`config.mk`:
```
export PLATFORM = sky130hd
export DESIGN_NAME = cfg_io_port
export DESIGN_NICKNAME = d
export VERILOG_FILES = /design/src/rtl/cfg_io_pkg.sv /design/src/rtl/cfg_io_regs.sv /design/src/rtl/cfg_io_addr_latch.sv /design/src/rtl/cfg_io_pin_mux.sv /design/src/rtl/cfg_io_port.sv
export SDC_FILE = /design/constraint.sdc
export NUM_CORES = 1
export LEC_CHECK = 0
export BUFFER_PORTS_ARGS = -buffer_cell sky130_fd_sc_hd__buf_2
export CAP_MARGIN = 20
export CELL_PAD_IN_SITES_DETAIL_PLACEMENT = 1
export CELL_PAD_IN_SITES_GLOBAL_PLACEMENT = 1
export CORE_MARGIN = 2
export CORE_UTILIZATION = 32
export DETAILED_ROUTE_END_ITERATION = 8
export PLACE_DENSITY = 0.74
export SLEW_MARGIN = 0
export SYNTH_ARGS = -nofsm -noshare
export SYNTH_HDL_FRONTEND = slang
export SYNTH_SLANG_ARGS = --single-unit
```
`constraint.sdc`:
```
create_clock -name clk -period 1.1 [get_ports clk]
set_clock_uncertainty 0.1 [all_clocks]
set_input_delay 0.22 -clock clk [delete_from_list [all_inputs] [get_ports clk]]
set_output_delay 0.22 -clock clk [all_outputs]
set_load 0.05 [all_outputs]
```
`src/rtl/cfg_io_pkg.sv`:
```
// Shared definitions for the configurable I/O port.
// Assumes a four-entry register window addressed by a 2-bit offset.
package cfg_io_pkg;
    typedef enum logic [1:0] {
        OFS_PIN_LEVEL = 2'd0,
        OFS_MODE      = 2'd1,
        OFS_OUT_VAL   = 2'd2,
        OFS_DRIVE_DIR = 2'd3
    } port_ofs_e;

    localparam int NIB_W = 4;
    localparam int BUS_AW = 8;
endpackage

```
`src/rtl/cfg_io_regs.sv`:
```
// Register file of the port: mode, output value and direction registers,
// a pad sampling register and the read-back mux.
// Assumes single-cycle writes qualified by cs and wr; reads are combinational.
module cfg_io_regs
    import cfg_io_pkg::*;
#(
    parameter int W        = 8,
    parameter bit HAS_CTRL = 1'b1
) (
    input  logic         clk,
    input  logic         rst_n,
    input  logic         cs,
    input  logic         wr,
    input  logic [1:0]   addr,
    input  logic [W-1:0] wdata,
    input  logic [W-1:0] pad_in,
    output logic [W-1:0] rdata,
    output logic [W-1:0] mode_q,
    output logic [W-1:0] oval_q,
    output logic [W-1:0] dir_q
);
    logic         wr_en;
    logic [W-1:0] lvl_q;

    assign wr_en = cs && wr;

    generate
        if (HAS_CTRL) begin : g_mode
            // Mode register update
            always_ff @(posedge clk) begin
                if (!rst_n)
                    mode_q <= '0;
                else if (wr_en && addr == OFS_MODE)
                    mode_q <= wdata;
            end
        end else begin : g_nomode
            assign mode_q = '0;
        end
    endgenerate

    // Output value and direction register update
    always_ff @(posedge clk) begin
        if (!rst_n) begin
            oval_q <= '0;
            dir_q  <= '0;
        end else if (wr_en) begin
            if (addr == OFS_OUT_VAL)   oval_q <= wdata;
            if (addr == OFS_DRIVE_DIR) dir_q  <= wdata;
        end
    end

    // Pad level sampling, once per clock
    always_ff @(posedge clk) begin
        if (!rst_n) lvl_q <= '0;
        else        lvl_q <= pad_in;
    end

    // Read-back mux
    always_comb begin
        case (addr)
            OFS_PIN_LEVEL: rdata = lvl_q;
            OFS_MODE:      rdata = mode_q;
            OFS_OUT_VAL:   rdata = oval_q;
            default:       rdata = dir_q;
        endcase
    end


    no_stray_write_chk: assert property (@(posedge clk) disable iff (!rst_n)
        !(cs && wr) |=> ($stable(mode_q) && $stable(oval_q) && $stable(dir_q)));


    oval_write_chk: assert property (@(posedge clk) disable iff (!rst_n)
        (cs && wr && addr == OFS_OUT_VAL) |=> (oval_q == $past(wdata)));


    level_sample_chk: assert property (@(posedge clk) disable iff (!rst_n)
        1'b1 |=> (lvl_q == $past(pad_in)));
endmodule

```
`src/rtl/cfg_io_addr_latch.sv`:
```
// Captures the bus address byte on the falling edge of the address latch
// enable, detected synchronously against the previous clock's ale value.
// Assumes ale is synchronous to clk.
module cfg_io_addr_latch
    import cfg_io_pkg::*;
(
    input  logic              clk,
    input  logic              rst_n,
    input  logic              ale,
    input  logic [BUS_AW-1:0] bus_addr,
    output logic [BUS_AW-1:0] addr_byte
);
    logic ale_q;
    logic fall;

    assign fall = ale_q && !ale;

    // Previous ale value for edge detection
    always_ff @(posedge clk) begin
        if (!rst_n) ale_q <= 1'b0;
        else        ale_q <= ale;
    end

    // Address byte capture on ale fall
    always_ff @(posedge clk) begin
        if (!rst_n)    addr_byte <= '0;
        else if (fall) addr_byte <= bus_addr;
    end


    addr_hold_chk: assert property (@(posedge clk) disable iff (!rst_n)
        !fall |=> $stable(addr_byte));
endmodule

```
`src/rtl/cfg_io_pin_mux.sv`:
```
// Per-pin output selection. Each pin picks its value and enable from mode,
// direction and the build-time masks of logic-array outputs and enable terms.
// Assumes W is a multiple of four; nibble k covers pins 4k..4k+3.
module cfg_io_pin_mux
    import cfg_io_pkg::*;
#(
    parameter int               W       = 8,
    parameter logic [W-1:0]     ARR_DEF = 8'hF0,
    parameter logic [W-1:0]     OE_DEF  = 8'hC0,
    parameter logic [W/4-1:0]   NIB_HI  = 2'b01
) (
    input  logic [W-1:0]      mode_q,
    input  logic [W-1:0]      oval_q,
    input  logic [W-1:0]      dir_q,
    input  logic [W-1:0]      pld_out,
    input  logic [W-1:0]      pld_oe,
    input  logic [BUS_AW-1:0] addr_byte,
    output logic [W-1:0]      pad_out,
    output logic [W-1:0]      pad_oe
);
    for (genvar i = 0; i < W; i++) begin : g_pin
        localparam int NIB = i / NIB_W;
        localparam int POS = i % NIB_W;
        logic has_arr;
        logic has_oe;
        logic adr_bit;
        logic mcu_oe;
        logic arr_oe;

        assign has_arr = ARR_DEF[i];
        assign has_oe  = OE_DEF[i];
        assign adr_bit = NIB_HI[NIB] ? addr_byte[NIB_W + POS] : addr_byte[POS];
        assign mcu_oe  = has_oe ? pld_oe[i] : dir_q[i];
        assign arr_oe  = dir_q[i] && (has_oe ? pld_oe[i] : 1'b1);

        // Mode decode for this pin
        always_comb begin
            if (!mode_q[i]) begin
                pad_out[i] = oval_q[i];
                pad_oe[i]  = mcu_oe;
            end else if (has_arr) begin
                pad_out[i] = pld_out[i];
                pad_oe[i]  = arr_oe;
            end else begin
                pad_out[i] = adr_bit;
                pad_oe[i]  = 1'b1;
            end
        end
    end
endmodule

```
`src/rtl/cfg_io_port.sv`:
```
// Top of the configurable I/O port: register window, address capture and
// per-pin output selection.
// Assumes all inputs are synchronous to clk; pads are outside this block.
module cfg_io_port
    import cfg_io_pkg::*;
#(
    parameter int             W        = 8,
    parameter bit             HAS_CTRL = 1'b1,
    parameter logic [W-1:0]   ARR_DEF  = 8'hF0,
    parameter logic [W-1:0]   OE_DEF   = 8'hC0,
    parameter logic [W/4-1:0] NIB_HI   = 2'b01
) (
    input  logic              clk,
    input  logic              rst_n,
    input  logic              cs,
    input  logic              wr,
    input  logic [1:0]        addr,
    input  logic [W-1:0]      wdata,
    output logic [W-1:0]      rdata,
    input  logic              ale,
    input  logic [BUS_AW-1:0] bus_addr,
    input  logic [W-1:0]      pld_out,
    input  logic [W-1:0]      pld_oe,
    input  logic [W-1:0]      pad_in,
    output logic [W-1:0]      pad_out,
    output logic [W-1:0]      pad_oe
);
    logic [W-1:0]      mode_q;
    logic [W-1:0]      oval_q;
    logic [W-1:0]      dir_q;
    logic [BUS_AW-1:0] addr_byte;

    cfg_io_regs #(.W(W), .HAS_CTRL(HAS_CTRL)) u_regs (
        .clk(clk), .rst_n(rst_n), .cs(cs), .wr(wr), .addr(addr),
        .wdata(wdata), .pad_in(pad_in), .rdata(rdata),
        .mode_q(mode_q), .oval_q(oval_q), .dir_q(dir_q)
    );

    cfg_io_addr_latch u_alat (
        .clk(clk), .rst_n(rst_n), .ale(ale), .bus_addr(bus_addr),
        .addr_byte(addr_byte)
    );

    cfg_io_pin_mux #(.W(W), .ARR_DEF(ARR_DEF), .OE_DEF(OE_DEF), .NIB_HI(NIB_HI)) u_mux (
        .mode_q(mode_q), .oval_q(oval_q), .dir_q(dir_q),
        .pld_out(pld_out), .pld_oe(pld_oe), .addr_byte(addr_byte),
        .pad_out(pad_out), .pad_oe(pad_oe)
    );

    for (genvar i = 0; i < W; i++) begin : g_chk
        if (!ARR_DEF[i]) begin : g_adr

            addr_pin_drive_chk: assert property (@(posedge clk) disable iff (!rst_n)
                mode_q[i] |-> pad_oe[i]);
        end else begin : g_arr

            arr_tristate_chk: assert property (@(posedge clk) disable iff (!rst_n)
                (mode_q[i] && !dir_q[i]) |-> !pad_oe[i]);
        end
    end
endmodule

```
==> results.cfg <==
[status]
status = complete, but fails checks
violations = negative setup slack

[sta]
fin_ws_ns = -0.506
rsz0062_at_grt = yes
drv_slew = 0
finalCritPeriodShare_pct = 146
hold_viol = 0
setup_viol = 24
slew_headroom_pct = 82.7
fmax_ghz = 0.623
fin_hold_ws_ns = 0.0337
worstMarginPinSlew_ns = 0.259
finalCriticalPeriod_ns = 1.61

[logic_synthesis]
synth_cell_types = 22
syn-num-nets = 198
synth-seq-area-share_pct = 43.7
synth.cell_area_um2 = 1690
synth_area_per_cell_um2 = 11.2
synth_seq_cells = 37
yosysWarningCount = 0
ys.flop_type = dfxtp_1
synthesis.instances = 151
async_reset_ff_share_pct = 0
synth_edf_count = 0

[power]
pwr-share-comb_pct = 19.8
p_switching_uw = 794
power_uw = 2890
clockPowerShare_pct = 31.7
swShare_pct = 27.5
p_int_uw = 2090
seq_power_share_pct = 48.5
ir_worst_vdd_uv = 521
p_per_area_nw_per_um2 = 1050
leakagePower_uw = 0.00120

[layout]
layout-drive-gt1-share_pct = 69.3
final_common_cell = buf_2
post-route-util_pct = 54.1
antenna_cells = 0
final_cell_mix = buf_2, buf_6, buf_4, nand3_1, dfxtp_1
final_net_count = 290
fin_area_um2 = 2760
area_growth_pct = 63.0

[worst_setup_path]
worst_setup_path_end_kind = output port
start_kind = flip-flop
critPathCapture = rdata[6]
crit_start = u_regs.mode_q[6]$_SDFFE_PN0P_
r2r_start = u_alat.ale_q$_SDFF_PN0_
cp.depth = 2
r2r_end = u_alat.addr_byte[6]$_SDFFE_PN0P_
cpMaxStageDelayCell = mux4_2
crit_path_max_fanout = 3
reg2reg_slack_ns = 0.03
path_buf_inv = 1
arrival_ns = 1.29
critical-path-max-stage-delay_ns = 0.49
cpLargestDelayFamily = multiplexers
worstPathRequired_ns = 0.78
crit_type = reg2out
rr_worst_depth = 4
crit_chain = mux4_2 > buf_8

[drt]
drcViolationCount = 0
drt_pass1_iterations = 4
vias_per_cell = 4.65
drtIter0Drc = 49
postRouteAntennaNets = 0
vias = 1459
finalWirelength_mm = 4.65
post_drt_wl_per_cell_um = 14.8

[placement]
dpl_cell_area_um2 = 2280
io_buffers = 56
dpl.hpwl_mm = 3.07
place_congestion = 0.700

[die]
die_area_um2 = 5890
core_area_um2 = 5110
dieHeight_um = 76.8
die_w_um = 76.8
num_io_pins = 71
row_count = 26
initial_core_util_pct = 33.2

[clock_tree]
cts_buffers = 5
cts_sinks = 37
cts_buffer_depth = 2
cts_root_buf = clkbuf_8
htree_levels = 2
clkTransAtPathRegs_ns = 0.07
clk_latency_ns = 0.29
cts_hold_buf = 0
cts_tree = built

[grt]
grt_use_total_pct = 16.0
overflow = 0
grt_max_degree = 46
grt_pass1_wl_mm = 7.42
grt_pass1_vias = 1514
antenna_found_initial = 0

[worst_hold_path]
whs_path_depth = 2
worstHoldPathType = in2reg

[job]
max-cap-violations = 0
==> logic make-up (layout without fill, tap and decap cells) <==
group	Yosys count	count (layout)	synth area share, %
and+or+nand+nor	53	53	20.8
AOI/OAI and AO/OA	26	26	11.3
buffers and inverters	15	108	5.91
muxes	20	20	18.3
DFF	37	37	43.7
==> through the flow <==
step                      TNS [ns]  std cells  worst slack, ns
after global routing        -10.43        314           -0.536
after floorplan              -1.85        151           -0.221
after CTS                    -9.52        309           -0.503
final                        -9.44        314           -0.506
after global placement      -12.67        297           -0.612
after detailed placement    -13.47        297           -0.622
==> repair_timing <==
item	in CTS	in global routing
buffers inserted	5	7
endpoints found under the hold margin	0	0
setup endpoints to repair	36	34
gates cloned	0	0
pin swaps	5	4
gates resized for setup	96	12
==> synth_stat cells, types with 3 or more instances <==
cell / count / area share, %
nand3_2: 4 / 2.4
dfxtp_1: 37 / 44
o21ai_2: 15 / 7.8
nor2b_1: 5 / 1.8
nand2_1: 8 / 1.8
buf_6: 4 / 2.7
or2_2: 4 / 1.5
o21ai_1: 9 / 2.7
mux4_2: 8 / 11
and2_1: 9 / 3.3
buf_4: 3 / 1.3
nand3_1: 20 / 5.9
mux2i_1: 4 / 2.4
mux2_2: 8 / 5.3
==> state kept, by name (all words and copies together) (netlist names) <==
signal / cells
u_regs.mode_q: 8
u_regs.oval_q: 8
u_regs.dir_q: 8
u_alat.addr_byte: 4
u_regs.lvl_q: 8
u_alat.ale_q: 1
==> power groups by stage <==
stage	Sequential (uW)	Clock (uW)	Combinational, uW
after floorplan	1430	0	313
after detailed placement	1430	0	473
after global routing	1400	1000	608
after CTS	1400	945	556
after global placement	1430	0	466
final	1400	914	571
==> final cells by class <==
cell class	instances	area, um^2
well taps	70	87.6
flip-flops and latches	37	766
multi-input cells	99	912
fillers	553	2350
inverters	2	7.51
repair buffers	98	906
clock inverters	2	10.0
clock buffers	6	72.6
==> worst min-delay path by stage <==
stage	startpoint	to	slack [ns]
after floorplan	ale	u_alat.ale_q$_SDFF_PN0_	0.24
after global placement	pad_in[6]	u_regs.lvl_q[6]$_SDFF_PN0_	0.32
after detailed placement	pad_in[6]	u_regs.lvl_q[6]$_SDFF_PN0_	0.33
after CTS	pad_in[6]	u_regs.lvl_q[6]$_SDFF_PN0_	0.02
after global routing	pad_in[6]	u_regs.lvl_q[6]$_SDFF_PN0_	0.03
final	pad_in[6]	u_regs.lvl_q[6]$_SDFF_PN0_	0.03
==> layer usage <==
metal / vias up / share of wire [%] / wire length (um) / GRT usage, %
met1: 682 / 42 / 1960 / 20.3
met5: - / 0 / 0 / 0
met2: 53 / 51 / 2360 / 26.6
met4: 0 / 1.1 / 53 / 5.82
met3: 6 / 6.1 / 283 / 3.88
li1: 718 / - / - / -
(Power assumes the default switching activity.)
